**config.mk**
```make
export PLATFORM = sky130hd
export DESIGN_NAME = card_detect_monitor
export DESIGN_NICKNAME = d
export VERILOG_FILES = /design/src/rtl/cd_pkg.sv /design/src/rtl/cd_sync.sv /design/src/rtl/cd_tick_gen.sv /design/src/rtl/cd_filter.sv /design/src/rtl/cd_event_flags.sv /design/src/rtl/card_detect_monitor.sv
export SDC_FILE = /design/constraint.sdc
export NUM_CORES = 1
export LEC_CHECK = 0
export ABC_AREA = 1
export BUFFER_PORTS_ARGS = -buffer_cell sky130_fd_sc_hd__buf_2
export CELL_PAD_IN_SITES_DETAIL_PLACEMENT = 0
export CELL_PAD_IN_SITES_GLOBAL_PLACEMENT = 1
export CORE_UTILIZATION = 42
export CTS_CLUSTER_DIAMETER = 60
export DETAILED_ROUTE_END_ITERATION = 12
export PLACE_DENSITY_LB_ADDON = 0.1
export SYNTH_ARGS = -nofsm -noshare
export SYNTH_HDL_FRONTEND = slang
export SYNTH_HIERARCHICAL = 1
export SYNTH_SLANG_ARGS = --single-unit
```
**constraint.sdc**
```tcl
create_clock -name clk -period 3.5 [get_ports clk]
set_clock_uncertainty 0.2 [all_clocks]
set_input_delay 0.175 -clock clk [delete_from_list [all_inputs] [get_ports clk]]
set_output_delay 0.175 -clock clk [all_outputs]
set_load 0.05 [all_outputs]
```
**src/rtl/cd_pkg.sv**
```systemverilog
package cd_pkg;
  // Debounced card state as held by the filter.
  typedef enum logic {
    CARD_ABSENT  = 1'b0,
    CARD_PRESENT = 1'b1
  } card_state_e;

  // Counter width for a value range of 0..n-1, never below one bit.
  function automatic int cnt_width(input int n);
    return (n > 1) ? $clog2(n) : 1;
  endfunction
endpackage

```
**src/rtl/cd_sync.sv**
```systemverilog
module cd_sync #(
  parameter int STAGES = 2
) (
  input  logic clk,
  input  logic rst_n,
  input  logic d,
  output logic q
);
  logic [STAGES-1:0] chain;

  generate
    if (STAGES == 1) begin : g_one
      always_ff @(posedge clk or negedge rst_n) begin
        if (!rst_n) chain <= '0;
        else        chain <= d;
      end
    end else begin : g_many
      always_ff @(posedge clk or negedge rst_n) begin
        if (!rst_n) chain <= '0;
        else        chain <= {chain[STAGES-2:0], d};
      end
    end
  endgenerate

  assign q = chain[STAGES-1];
endmodule

```
**src/rtl/cd_tick_gen.sv**
```systemverilog
module cd_tick_gen #(
  parameter int BASE_DIV = 128,
  parameter int INS_MULT = 3
) (
  input  logic clk,
  input  logic rst_n,
  input  logic en,
  output logic rem_tick,
  output logic ins_tick
);
  import cd_pkg::*;
  localparam int BW = cnt_width(BASE_DIV);
  localparam int MW = cnt_width(INS_MULT);
  localparam logic [BW-1:0] BASE_LAST = BW'(BASE_DIV - 1);
  localparam logic [MW-1:0] MULT_LAST = MW'(INS_MULT - 1);

  logic [BW-1:0] base_cnt;
  logic [MW-1:0] mult_cnt;

  assign rem_tick = en && (base_cnt == BASE_LAST);
  assign ins_tick = rem_tick && (mult_cnt == MULT_LAST);

  // Base prescaler: one removal tick per BASE_DIV clocks.
  always_ff @(posedge clk or negedge rst_n) begin
    if (!rst_n)            base_cnt <= '0;
    else if (!en)          base_cnt <= '0;
    else if (rem_tick)     base_cnt <= '0;
    else                   base_cnt <= base_cnt + 1'b1;
  end

  // Second stage: one insertion tick per INS_MULT removal ticks.
  always_ff @(posedge clk or negedge rst_n) begin
    if (!rst_n)            mult_cnt <= '0;
    else if (!en)          mult_cnt <= '0;
    else if (ins_tick)     mult_cnt <= '0;
    else if (rem_tick)     mult_cnt <= mult_cnt + 1'b1;
  end
endmodule

```
**src/rtl/cd_filter.sv**
```systemverilog
module cd_filter #(
  parameter int AGREE = 2
) (
  input  logic clk,
  input  logic rst_n,
  input  logic en,
  input  logic raw_present,
  input  logic ins_tick,
  input  logic rem_tick,
  output logic ins_evt,
  output logic rem_evt
);
  import cd_pkg::*;
  localparam int SW = cnt_width(AGREE);
  localparam logic [SW-1:0] STREAK_LAST = SW'(AGREE - 1);

  card_state_e state;
  logic [SW-1:0] streak;
  logic tick, mismatch, flip;

  // The sampling period follows the current state: absent waits for
  // the slow insertion tick, present uses the fast removal tick.
  assign tick     = (state == CARD_PRESENT) ? rem_tick : ins_tick;
  assign mismatch = raw_present != (state == CARD_PRESENT);
  assign flip     = en && tick && mismatch && (streak == STREAK_LAST);
  assign ins_evt  = flip && (state == CARD_ABSENT);
  assign rem_evt  = flip && (state == CARD_PRESENT);

  always_ff @(posedge clk or negedge rst_n) begin
    if (!rst_n) begin
      state  <= CARD_ABSENT;
      streak <= '0;
    end else if (!en) begin
      state  <= CARD_ABSENT;
      streak <= '0;
    end else if (tick) begin
      if (!mismatch) begin
        streak <= '0;
      end else if (flip) begin
        state  <= (state == CARD_PRESENT) ? CARD_ABSENT : CARD_PRESENT;
        streak <= '0;
      end else begin
        streak <= streak + 1'b1;
      end
    end
  end
endmodule

```
**src/rtl/cd_event_flags.sv**
```systemverilog
module cd_event_flags (
  input  logic clk,
  input  logic rst_n,
  input  logic ins_evt,
  input  logic rem_evt,
  input  logic clr_ins,
  input  logic clr_rem,
  input  logic auto_deact_en,
  output logic ins_flag,
  output logic rem_flag,
  output logic deact_req
);
  // Sticky flags; a new event outranks a clear in the same cycle.
  always_ff @(posedge clk or negedge rst_n) begin
    if (!rst_n) begin
      ins_flag  <= 1'b0;
      rem_flag  <= 1'b0;
      deact_req <= 1'b0;
    end else begin
      if (ins_evt)      ins_flag <= 1'b1;
      else if (clr_ins) ins_flag <= 1'b0;
      if (rem_evt)      rem_flag <= 1'b1;
      else if (clr_rem) rem_flag <= 1'b0;
      deact_req <= rem_evt && auto_deact_en;
    end
  end
endmodule

```
**src/rtl/card_detect_monitor.sv**
```systemverilog
module card_detect_monitor #(
  parameter int BASE_DIV    = 128,
  parameter int INS_MULT    = 3,
  parameter int SYNC_STAGES = 2,
  parameter int AGREE       = 2
) (
  input  logic clk,
  input  logic rst_n,
  input  logic det_pin,
  input  logic eng_en,
  input  logic ins_on_rise,
  input  logic auto_deact_en,
  input  logic clr_ins,
  input  logic clr_rem,
  output logic ins_flag,
  output logic rem_flag,
  output logic det_irq,
  output logic pin_level,
  output logic deact_req
);
  logic pin_s, raw_present, rem_tick, ins_tick, ins_evt, rem_evt;

  cd_sync #(.STAGES(SYNC_STAGES)) u_sync (
    .clk(clk), .rst_n(rst_n), .d(det_pin), .q(pin_s)
  );

  assign pin_level   = pin_s;
  assign raw_present = (pin_s == ins_on_rise);

  cd_tick_gen #(.BASE_DIV(BASE_DIV), .INS_MULT(INS_MULT)) u_ticks (
    .clk(clk), .rst_n(rst_n), .en(eng_en),
    .rem_tick(rem_tick), .ins_tick(ins_tick)
  );

  cd_filter #(.AGREE(AGREE)) u_filter (
    .clk(clk), .rst_n(rst_n), .en(eng_en), .raw_present(raw_present),
    .ins_tick(ins_tick), .rem_tick(rem_tick),
    .ins_evt(ins_evt), .rem_evt(rem_evt)
  );

  cd_event_flags u_flags (
    .clk(clk), .rst_n(rst_n), .ins_evt(ins_evt), .rem_evt(rem_evt),
    .clr_ins(clr_ins), .clr_rem(clr_rem), .auto_deact_en(auto_deact_en),
    .ins_flag(ins_flag), .rem_flag(rem_flag), .deact_req(deact_req)
  );

  assign det_irq = ins_flag | rem_flag;
endmodule

```
==> results of run 1 <==
[routing by layer]
| metal | vias up | GRT usage [%] | wire (um) |
|---|---|---|---|
| li1 | 335 | - | - |
| met1 | 297 | 19.0 | 677 |
| met2 | 11 | 25.7 | 637 |
| met3 | 2 | 7.14 | 48 |
| met4 | 0 | 7.27 | 13 |
| met5 | - | 0 | 0 |
[kinds of logic after synthesis]
kind of cell	share of synthesized area, %
buffers and inverters	7.60
adders and majority gates	1.58
DFF	50.6
and+or+nand+nor	35.9
AOI/OAI and AO/OA	2.06
xor gates and xnor gates	2.22
[area by class of cell]
class	instances	area (sq um)	share of cell area (%)
sequential	16	400	41.3
multi-input combinational	65	330	34.1
timing repair buffer	17	110	11.4
inverter	16	60.1	6.20
clock buffer	4	36.3	3.75
tap	25	31.3	3.23
[stage by stage]
| step | setup WS (ns) | utilization [%] | hold WS (ns) |
|---|---|---|---|
| detailed placement | 1.60 | 50.5 | -0.0891 |
| CTS | 1.56 | 55.5 | 0.0152 |
| global placement | 1.66 | 50.5 | -0.0898 |
| finish | 1.58 | 55.5 | 0.0300 |
| global route | 1.39 | 55.5 | 0.0205 |
| floorplan | 1.81 | - | -0.321 |
[layout by cell type, fill, tap and decap left out]
cell type and count:
a21boi_2 1, a21oi_1 1, buf_2 12, clkbuf_4 3, clkbuf_8 1, dfrtp_1 16
dlygate4sd3_1 5, ha_1 1, inv_1 14, inv_2 2, nand2_1 29, nand2_2 1
nand2_4 1, nand3_1 8, nand3_4 1, nand4_1 1, nor2_1 14, nor2_2 1
nor2_4 1, nor3_2 1, nor3b_1 1, or2_1 1, xor2_1 2
[final timing paths]
check	depth (start not counted)	endpoint
setup / recovery	11	u_flags/deact_req
hold / removal	3	u_ticks/mult_cnt[0]
setup reg to reg	11	u_flags/deact_req
hold reg to reg	0	u_sync/chain[1]
max in group asynchronous	2	u_filter/state
min in group asynchronous	2	u_ticks/base_cnt[4]
[power by group through the flow]
stage / clock network [mW] / registers [mW] / logic [mW]
2_1_floorplan: 0 / 0.197 / 0.00960
3_3_place_gp: 0 / 0.196 / 0.0229
3_5_place_dp: 0 / 0.196 / 0.0230
4_1_cts: 0.129 / 0.192 / 0.0274
5_1_grt: 0.137 / 0.193 / 0.0304
6_report: 0.122 / 0.192 / 0.0268
[worst max-delay path, cell delays in order (launching register included)]
cell and delay, ns:
dfrtp_1 0.42, ha_1 0.23, nand2_2 0.09, nor2_4 0.12, nand3_4 0.12, nor3_2 0.13
nand2_1 0.07, nand2_1 0.11, nand3_1 0.11, nor2_1 0.15, nand2_1 0.07, inv_1 0.04
[registers in the layout (all words and copies together) (netlist names)]
signal / flops
u_filter/state: 1
u_sync/chain: 2
u_flags/rem_flag: 1
u_ticks/mult_cnt: 2
u_filter/streak: 1
u_ticks/base_cnt: 7
u_flags/deact_req: 1
u_flags/ins_flag: 1
[repair_timing]
action / in CTS / in global routing
buffers inserted: 0 / 0
setup endpoints to repair: 0 / 0
hold endpoints to repair: 20 / 0
hold buffers: 5 / 0
resized for setup: 0 / 0
==> run metrics, run 1 <==
status completed; Die ar. 2060 sq um; Mapped Nets 106; DRT iter0 DRCs 12; R2R setup slack 1.58 ns; Critical Path RT 3.53 ns; post-synth top area share 50.6%; Switching Fraction 22.8%; worst slew pin tran 0.357 ns; Achievable Freq 522 MHz; clk sink count 16; Clock Path Buffers 2; Area Overhead vs Synth 22.5%; Filler cells 173; first-pass iteration count of the detailed router 5; Flop pwr share 56.4%; H-tree Lvls 1; Clk Latency, worst-skew pair 0.28 ns; pwr dens 352 nW/um^2; post-route cell area 968 sq um; most common cell in the netlist nand2_1; Final Hold Viols 0; Worst slew margin 76.2%; FF-to-FF Start u_ticks/base_cnt[0]; dominant synthesized flop cell dfrtp_1; Setup crit end kind flop; dpl cells 134; Clock Power Share 35.8%; Routed Wire Length 1380 um; routed wire length per instance 9.63 um; Max FO, Critical Path 5; Hold Crit Start eng_en; wire length of the first global-routing pass 2260 um; maxcap violations 0; Final period util 54.7%; Ys Warns 6; FP Rows 15; Final Instance Count excl. Fillers 143; HP Class in -> reg; Post-DP HPWL 1030 um; Tot Pwr 341 uW; Cells after Synth 97; syn_area_per_cell 8.15 sq um; Worst Path Arrival 1.95 ns; clock-pin slew on the worst setup and hold paths 0.09 ns; # diodes 0; Post-synth top cells nand2_1, dfrtp_1, inv_1, nor2_1, nand3_1; static leakage 0.514 nW; Placed Area 882 sq um; CP startpoint kind flop; DRT antenna net count 0; Sw Pwr 77.5 uW; # IOs 13; drt drc 0; vias in the first global route 535; Setup Total Neg Slack 0 ns; Crit. Startpoint u_ticks/base_cnt[0]; cts bufs inserted 3; top cells by area, synth dfrtp_1, nand2_1, inv_1; GRT Total Usage 16.3%; sequential share of the synthesized area 50.6%; async set-reset flop share out of synthesis 100%; Crit Path Category reg -> reg; Die H 45.4 um; Seq cells post-synth 16; Pint 263 uW; min Tclk post-route 1.92 ns; leading area contributor after synthesis dfrtp_1; final slew viol count 0; Post-Syn Area 791 sq um; largest net degree at the start of global routing 17; antenna violations before repair 0; CTS tree yes; Layout Nets 128; Post-synth EDFFs 0; Setup Viol. Count Final 0; unrepaired setup endpoints after global routing no; DR vias 645; Logic pwr share 7.9%; Port Buffers 12; Clock Tree Root clkbuf_4; core area 1750 sq um; count of cell types in the netlist 19; maximum VDD drop 0.212 mV; gp weighted congestion 0.744; GR Overflow Total 0; Vias/cell 4.51; Horiz. Die Dim 45.4 um; Initial Utilization 45.3%; share of cells above drive strength 1 21.2%
No activity file was read; power rests on OpenSTA's default activity.
==> run 2, diff against run 1 <==
- CORE_UTILIZATION: 42 -> 39
- clock period: 3.5 -> 1.8 ns (I/O delays scaled with it)
==> run 2 against run 1 <==
  * Final cell count rose by 4.9%
  * Global-route usage fell by 0.73 points
  * Routed wire length rose by 3.2%
  * Worst setup slack got worse by 1.5 ns
  * Non-clock buffer count rose by 7
  * Register-to-register slack got worse by 1.5 ns
  * Via count fell by 0.62%
  * Sequential cell count did not move
  * Combinational power rose by 150%
  * Clock power rose by 93%
  * Critical path type unchanged
  * Critical endpoint is now u_filter/streak
  * Highest routed layer is now met3
==> run metrics, run 2 (synthesis results as in run 1) <==
Achievable Freq 583 MHz; unrepaired setup endpoints after global routing yes; # diodes 0; Max FO, Critical Path 3; max FFs per register 7; largest net degree at the start of global routing 17; Horiz. Die Dim 47.0 um; Critical Path RT 1.78 ns; Largest Register u_ticks/base_cnt; Crit Path Category reg -> reg; gp weighted congestion 0.740; final slew viol count 0; Final period util 95.3%; DRT antenna net count 0; Area Overhead vs Synth 32.3%; routed wire length per instance 9.47 um; clk sink count 16; Final Hold Viols 0; status completed; GRT Total Usage 15.6%; Worst slew margin 75.3%; Clock Tree Root clkbuf_4; Layout Nets 135; Routed Wire Length 1420 um; CTS tree yes; Initial Utilization 43.4%; FP Rows 15; Sw Pwr 154 uW; GR Overflow Total 0; DRT iter0 DRCs 9; Placed Area 905 sq um; Worst Path Arrival 1.70 ns; post-layout util 57.5%; dpl cells 137; vias in the first global route 577; Final Instance Count excl. Fillers 150; commonest cells after routing, fill and taps aside nand2_1, dfrtp_1, inv_1, nor2_1, buf_2; Logic pwr share 9.8%; Die ar. 2210 sq um; Filler cells 192; H-tree Lvls 1; core area 1820 sq um; HP Class in -> async; post-route cell area 1050 sq um; drt drc 0; Vias/cell 4.27; cts bufs inserted 3; Post-DP HPWL 1010 um; wire length of the first global-routing pass 2340 um; maxcap violations 0; Port Buffers 12; Clock Path Buffers 2; pwr dens 646 nW/um^2; Setup Total Neg Slack 0 ns; Tot Pwr 676 uW; maximum VDD drop 0.427 mV; Setup Viol. Count Final 0; Pint 522 uW; Setup crit end kind flop; Switching Fraction 22.8%; Clock Power Share 34.8%; # IOs 13; static leakage 0.546 nW; CP startpoint kind flop; clock-pin slew on the worst setup and hold paths 0.09 ns; worst slew pin tran 0.370 ns; antenna violations before repair 0; DR vias 641; commonest non-fill, non-tap cell in the layout nand2_1; min Tclk post-route 1.72 ns; first-pass iteration count of the detailed router 4; share of cells above drive strength 1 28.0%; Die H 47.0 um; Flop pwr share 55.4%; biggest registers after layout u_ticks/base_cnt x7, u_sync/chain x2, u_ticks/mult_cnt x2; Clk Latency, worst-skew pair 0.28 ns
-- run 2: final cells by class --
cell class / count / area [sq um] / area share (%)
Sequential cell: 16 / 400 / 38.3
Multi-Input combinational cell: 65 / 353 / 33.7
Timing Repair Buffer: 24 / 165 / 15.8
Inverter: 16 / 60.1 / 5.74
Clock buffer: 4 / 36.3 / 3.47
Tap cell: 25 / 31.3 / 2.99
-- run 2: final timing paths --
kind                       cells after the start                  end  slack (ns)                start
max                                           10      u_filter/streak        0.08  u_ticks/base_cnt[1]
min                                            2  u_ticks/base_cnt[0]        0.04                rst_n
max reg2reg                                   10      u_filter/streak        0.08  u_ticks/base_cnt[1]
min reg2reg                                    0      u_sync/chain[1]        0.16      u_sync/chain[0]
max in group asynchronous                      2  u_ticks/base_cnt[2]        1.09                rst_n
min in group clk                               8      u_filter/streak        0.10          ins_on_rise
-- run 2: power groups by stage --
stage	Sequential, mW	Combinational, mW	Clock, mW
detailed placement	0.380	0.0503	0
floorplan	0.384	0.0187	0
global route	0.375	0.0766	0.261
global placement	0.380	0.0499	0
CTS	0.373	0.0609	0.250
finish	0.374	0.0665	0.235
-- run 2: routing by layer --
| layer | vias up | GRT usage (%) | part of all wire [%] |
|---|---|---|---|
| met3 | 0 | 5.38 | 3.1 |
| li1 | 348 | - | - |
| met2 | 8 | 22.8 | 47 |
| met4 | 0 | 5.14 | 0 |
| met1 | 285 | 21.6 | 50 |
| met5 | - | 0 | 0 |
-- run 2: critical path, stage by stage (launching register included) --
cell	delay (ns)
dfrtp_1	0.41
ha_4	0.16
nand2_2	0.07
nor2_4	0.11
nand3_4	0.08
nor3_2	0.12
nand2_1	0.09
nand2_2	0.09
buf_4	0.11
nand2_1	0.03
a21boi_2	0.14
-- run 2: what timing repair did --
item	in CTS	in global routing
setup buffers	0	3
hold endpoints to repair	22	0
endpoints found under the setup margin	2	4
pin swaps	0	0
hold buffers	6	0
resized for setup	2	3
-- run 2: through the flow --
step	setup WS (ns)	hold slack (ns)
detailed placement	-0.000380	-0.173
floorplan	0.114	-0.406
global placement	0.0392	-0.176
CTS	0.0152	0.0434
finish	0.0841	0.0439
global route	-0.0283	0.0750
==> run 3, diff against run 2 <==
--- a/config.mk
+++ b/config.mk
@@ -10,4 +10,5 @@
 export CELL_PAD_IN_SITES_DETAIL_PLACEMENT = 0
 export CELL_PAD_IN_SITES_GLOBAL_PLACEMENT = 1
+export CORE_MARGIN = 3
 export CORE_UTILIZATION = 39
 export CTS_CLUSTER_DIAMETER = 60
==> constraint.sdc (replaced) <==
create_clock -name clk -period 1.65 [get_ports clk]
set_clock_uncertainty 0.2 [all_clocks]
set_input_delay 0.0825 -clock clk [delete_from_list [all_inputs] [get_ports clk]]
set_output_delay 0.0825 -clock clk [all_outputs]
set_load 0.02 [all_outputs]
==> run 3 against run 2 <==
  * Routed wire length up 5.0%
  * Sequential share of layout area shrank 0.36 points
  * Critical path depth grew 1
  * Worst setup slack got worse by 0.076 ns
  * Largest cell class unchanged
  * Sequential power rose by 8.3%
  * Global-route usage is 1.8 points lower
  * Design area increased by 0.96%
==> run metrics, run 3 (synthesis results as in run 1) <==
Crit Path Category reg -> reg; share of cells above drive strength 1 28.6%; vias in the first global route 621; # diodes 0; Port Buffers 12; Initial Utilization 43.4%; maximum VDD drop 0.437 mV; Layout Nets 136; first-pass iteration count of the detailed router 4; wire length of the first global-routing pass 2600 um; Final Hold Viols 0; CTS tree yes; highest routed metal layer met4; min Tclk post-route 1.64 ns; Setup Viol. Count Final 0; R2R setup slack 0.008 ns; final slew viol count 0; clock-pin slew on the worst setup and hold paths 0.10 ns; drt drc 0; commonest non-fill, non-tap cell in the layout nand2_1; Worst slew margin 75.9%; commonest cells after routing, fill and taps aside nand2_1, dfrtp_1, inv_1, nor2_1, buf_2; Worst Path Arrival 1.68 ns; maxcap violations 0; Vias/cell 4.32; H-tree Lvls 1; DRT iter0 DRCs 16; Critical Path RT 1.69 ns; unrepaired setup endpoints after global routing yes; Achievable Freq 609 MHz; Die H 51.0 um; GRT Total Usage 13.8%; status completed; biggest registers after layout u_ticks/base_cnt x7, u_sync/chain x2, u_ticks/mult_cnt x2; cts bufs inserted 3; Largest Register u_ticks/base_cnt; # IOs 13; DRT antenna net count 0; FP Rows 15; Post-DP HPWL 1030 um; Setup Total Neg Slack 0 ns; Area Overhead vs Synth 33.5%; Max FO, Critical Path 4; clk sink count 16; core area 1820 sq um; M1 WL 753 um; Routed Wire Length 1490 um; antenna violations before repair 0; routed wire length per instance 9.88 um; Die ar. 2600 sq um; Clock Path Buffers 2; max FFs per register 7; CP startpoint kind flop; routed wl met2 647 um; pwr dens 705 nW/um^2; DR vias 653; routed wl met3 46 um; GR Overflow Total 0; worst slew pin tran 0.362 ns; largest net degree at the start of global routing 17; Setup crit end kind flop; Final period util 99.5%; Clock Tree Root clkbuf_4; gp weighted congestion 0.698; Placed Area 932 sq um; post-route cell area 1060 sq um; Clk Latency, worst-skew pair 0.29 ns; static leakage 0.551 nW; HP Class in -> async; Horiz. Die Dim 51.0 um
==> run 3: cell types whose count changed in the layout (fill, tap and decap cells not counted), sizes merged <==
cell	before	now
buf	18	19
==> run 3: final timing paths <==
check	startpoint	to	depth (start not counted)
max	u_ticks/base_cnt[0]	u_flags/ins_flag	11
min	rst_n	u_ticks/base_cnt[5]	2
max reg2reg	u_ticks/base_cnt[0]	u_flags/ins_flag	11
min reg2reg	u_sync/chain[0]	u_sync/chain[1]	0
max in group asynchronous	rst_n	u_ticks/mult_cnt[0]	2
min in group clk	ins_on_rise	u_filter/streak	8
==> run 3: metrics by stage <==
step / utilization [%] / setup slack [ns] / cells / total power [mW] / hold WS [ns]
floorplan: - / 0.0117 / 97 / 0.437 / -0.413
global placement: 51.2 / -0.00635 / 139 / 0.472 / -0.184
detailed placement: 51.2 / -0.0528 / 139 / 0.473 / -0.182
CTS: 57.3 / -0.0393 / 151 / 0.755 / 0.0190
global route: 58.0 / -0.125 / 151 / 0.781 / 0.0733
finish: 58.0 / 0.00828 / 151 / 0.745 / 0.0331
==> run 3: power breakdown <==
| group | total, mW | internal, mW | leakage (nW) | switching [mW] |
|---|---|---|---|---|
| Clock | 0.265 | 0.135 | 0.0210 | 0.131 |
| Sequential | 0.405 | 0.400 | 0.216 | 0.00519 |
| Combinational | 0.0739 | 0.0369 | 0.314 | 0.0371 |
| Total | 0.745 | 0.571 | 0.551 | 0.173 |
==> run 3: what timing repair did <==
| action | 4_1_cts | 5_1_grt |
|---|---|---|
| endpoints found under the setup margin | 4 | 5 |
| endpoints found under the hold margin | 30 | 0 |
| pin swaps | 2 | 3 |
| resized for setup | 0 | 2 |
| buffers inserted | 2 | 0 |
| hold buffers | 6 | 0 |
==> run 3: area by class of cell <==
type                            instances  area (sq um)
Clock buffer                            4          36.3
Sequential cell                        16           400
Multi-Input combinational cell         65           355
Fill cell                             184           764
Timing Repair Buffer                   25           173
Tap cell                               25          31.3
Inverter                               16          60.1
==> run 3: metal layers <==
layer	up-vias	GRT usage [%]
met5	-	0
met3	5	3.50
li1	351	-
met4	0	8.07
met1	287	17.8
met2	10	20.6
==> run 3: critical path, cell delays in order, from the launching register on <==
cell and delay, ns:
dfrtp_1 0.37, ha_2 0.19, nand2_2 0.06, nor2_4 0.11
nand3_4 0.08, nor3_2 0.11, nand2_1 0.08, nand2_2 0.11
nand4_1 0.13, inv_1 0.08, inv_1 0.04, nand2_1 0.04
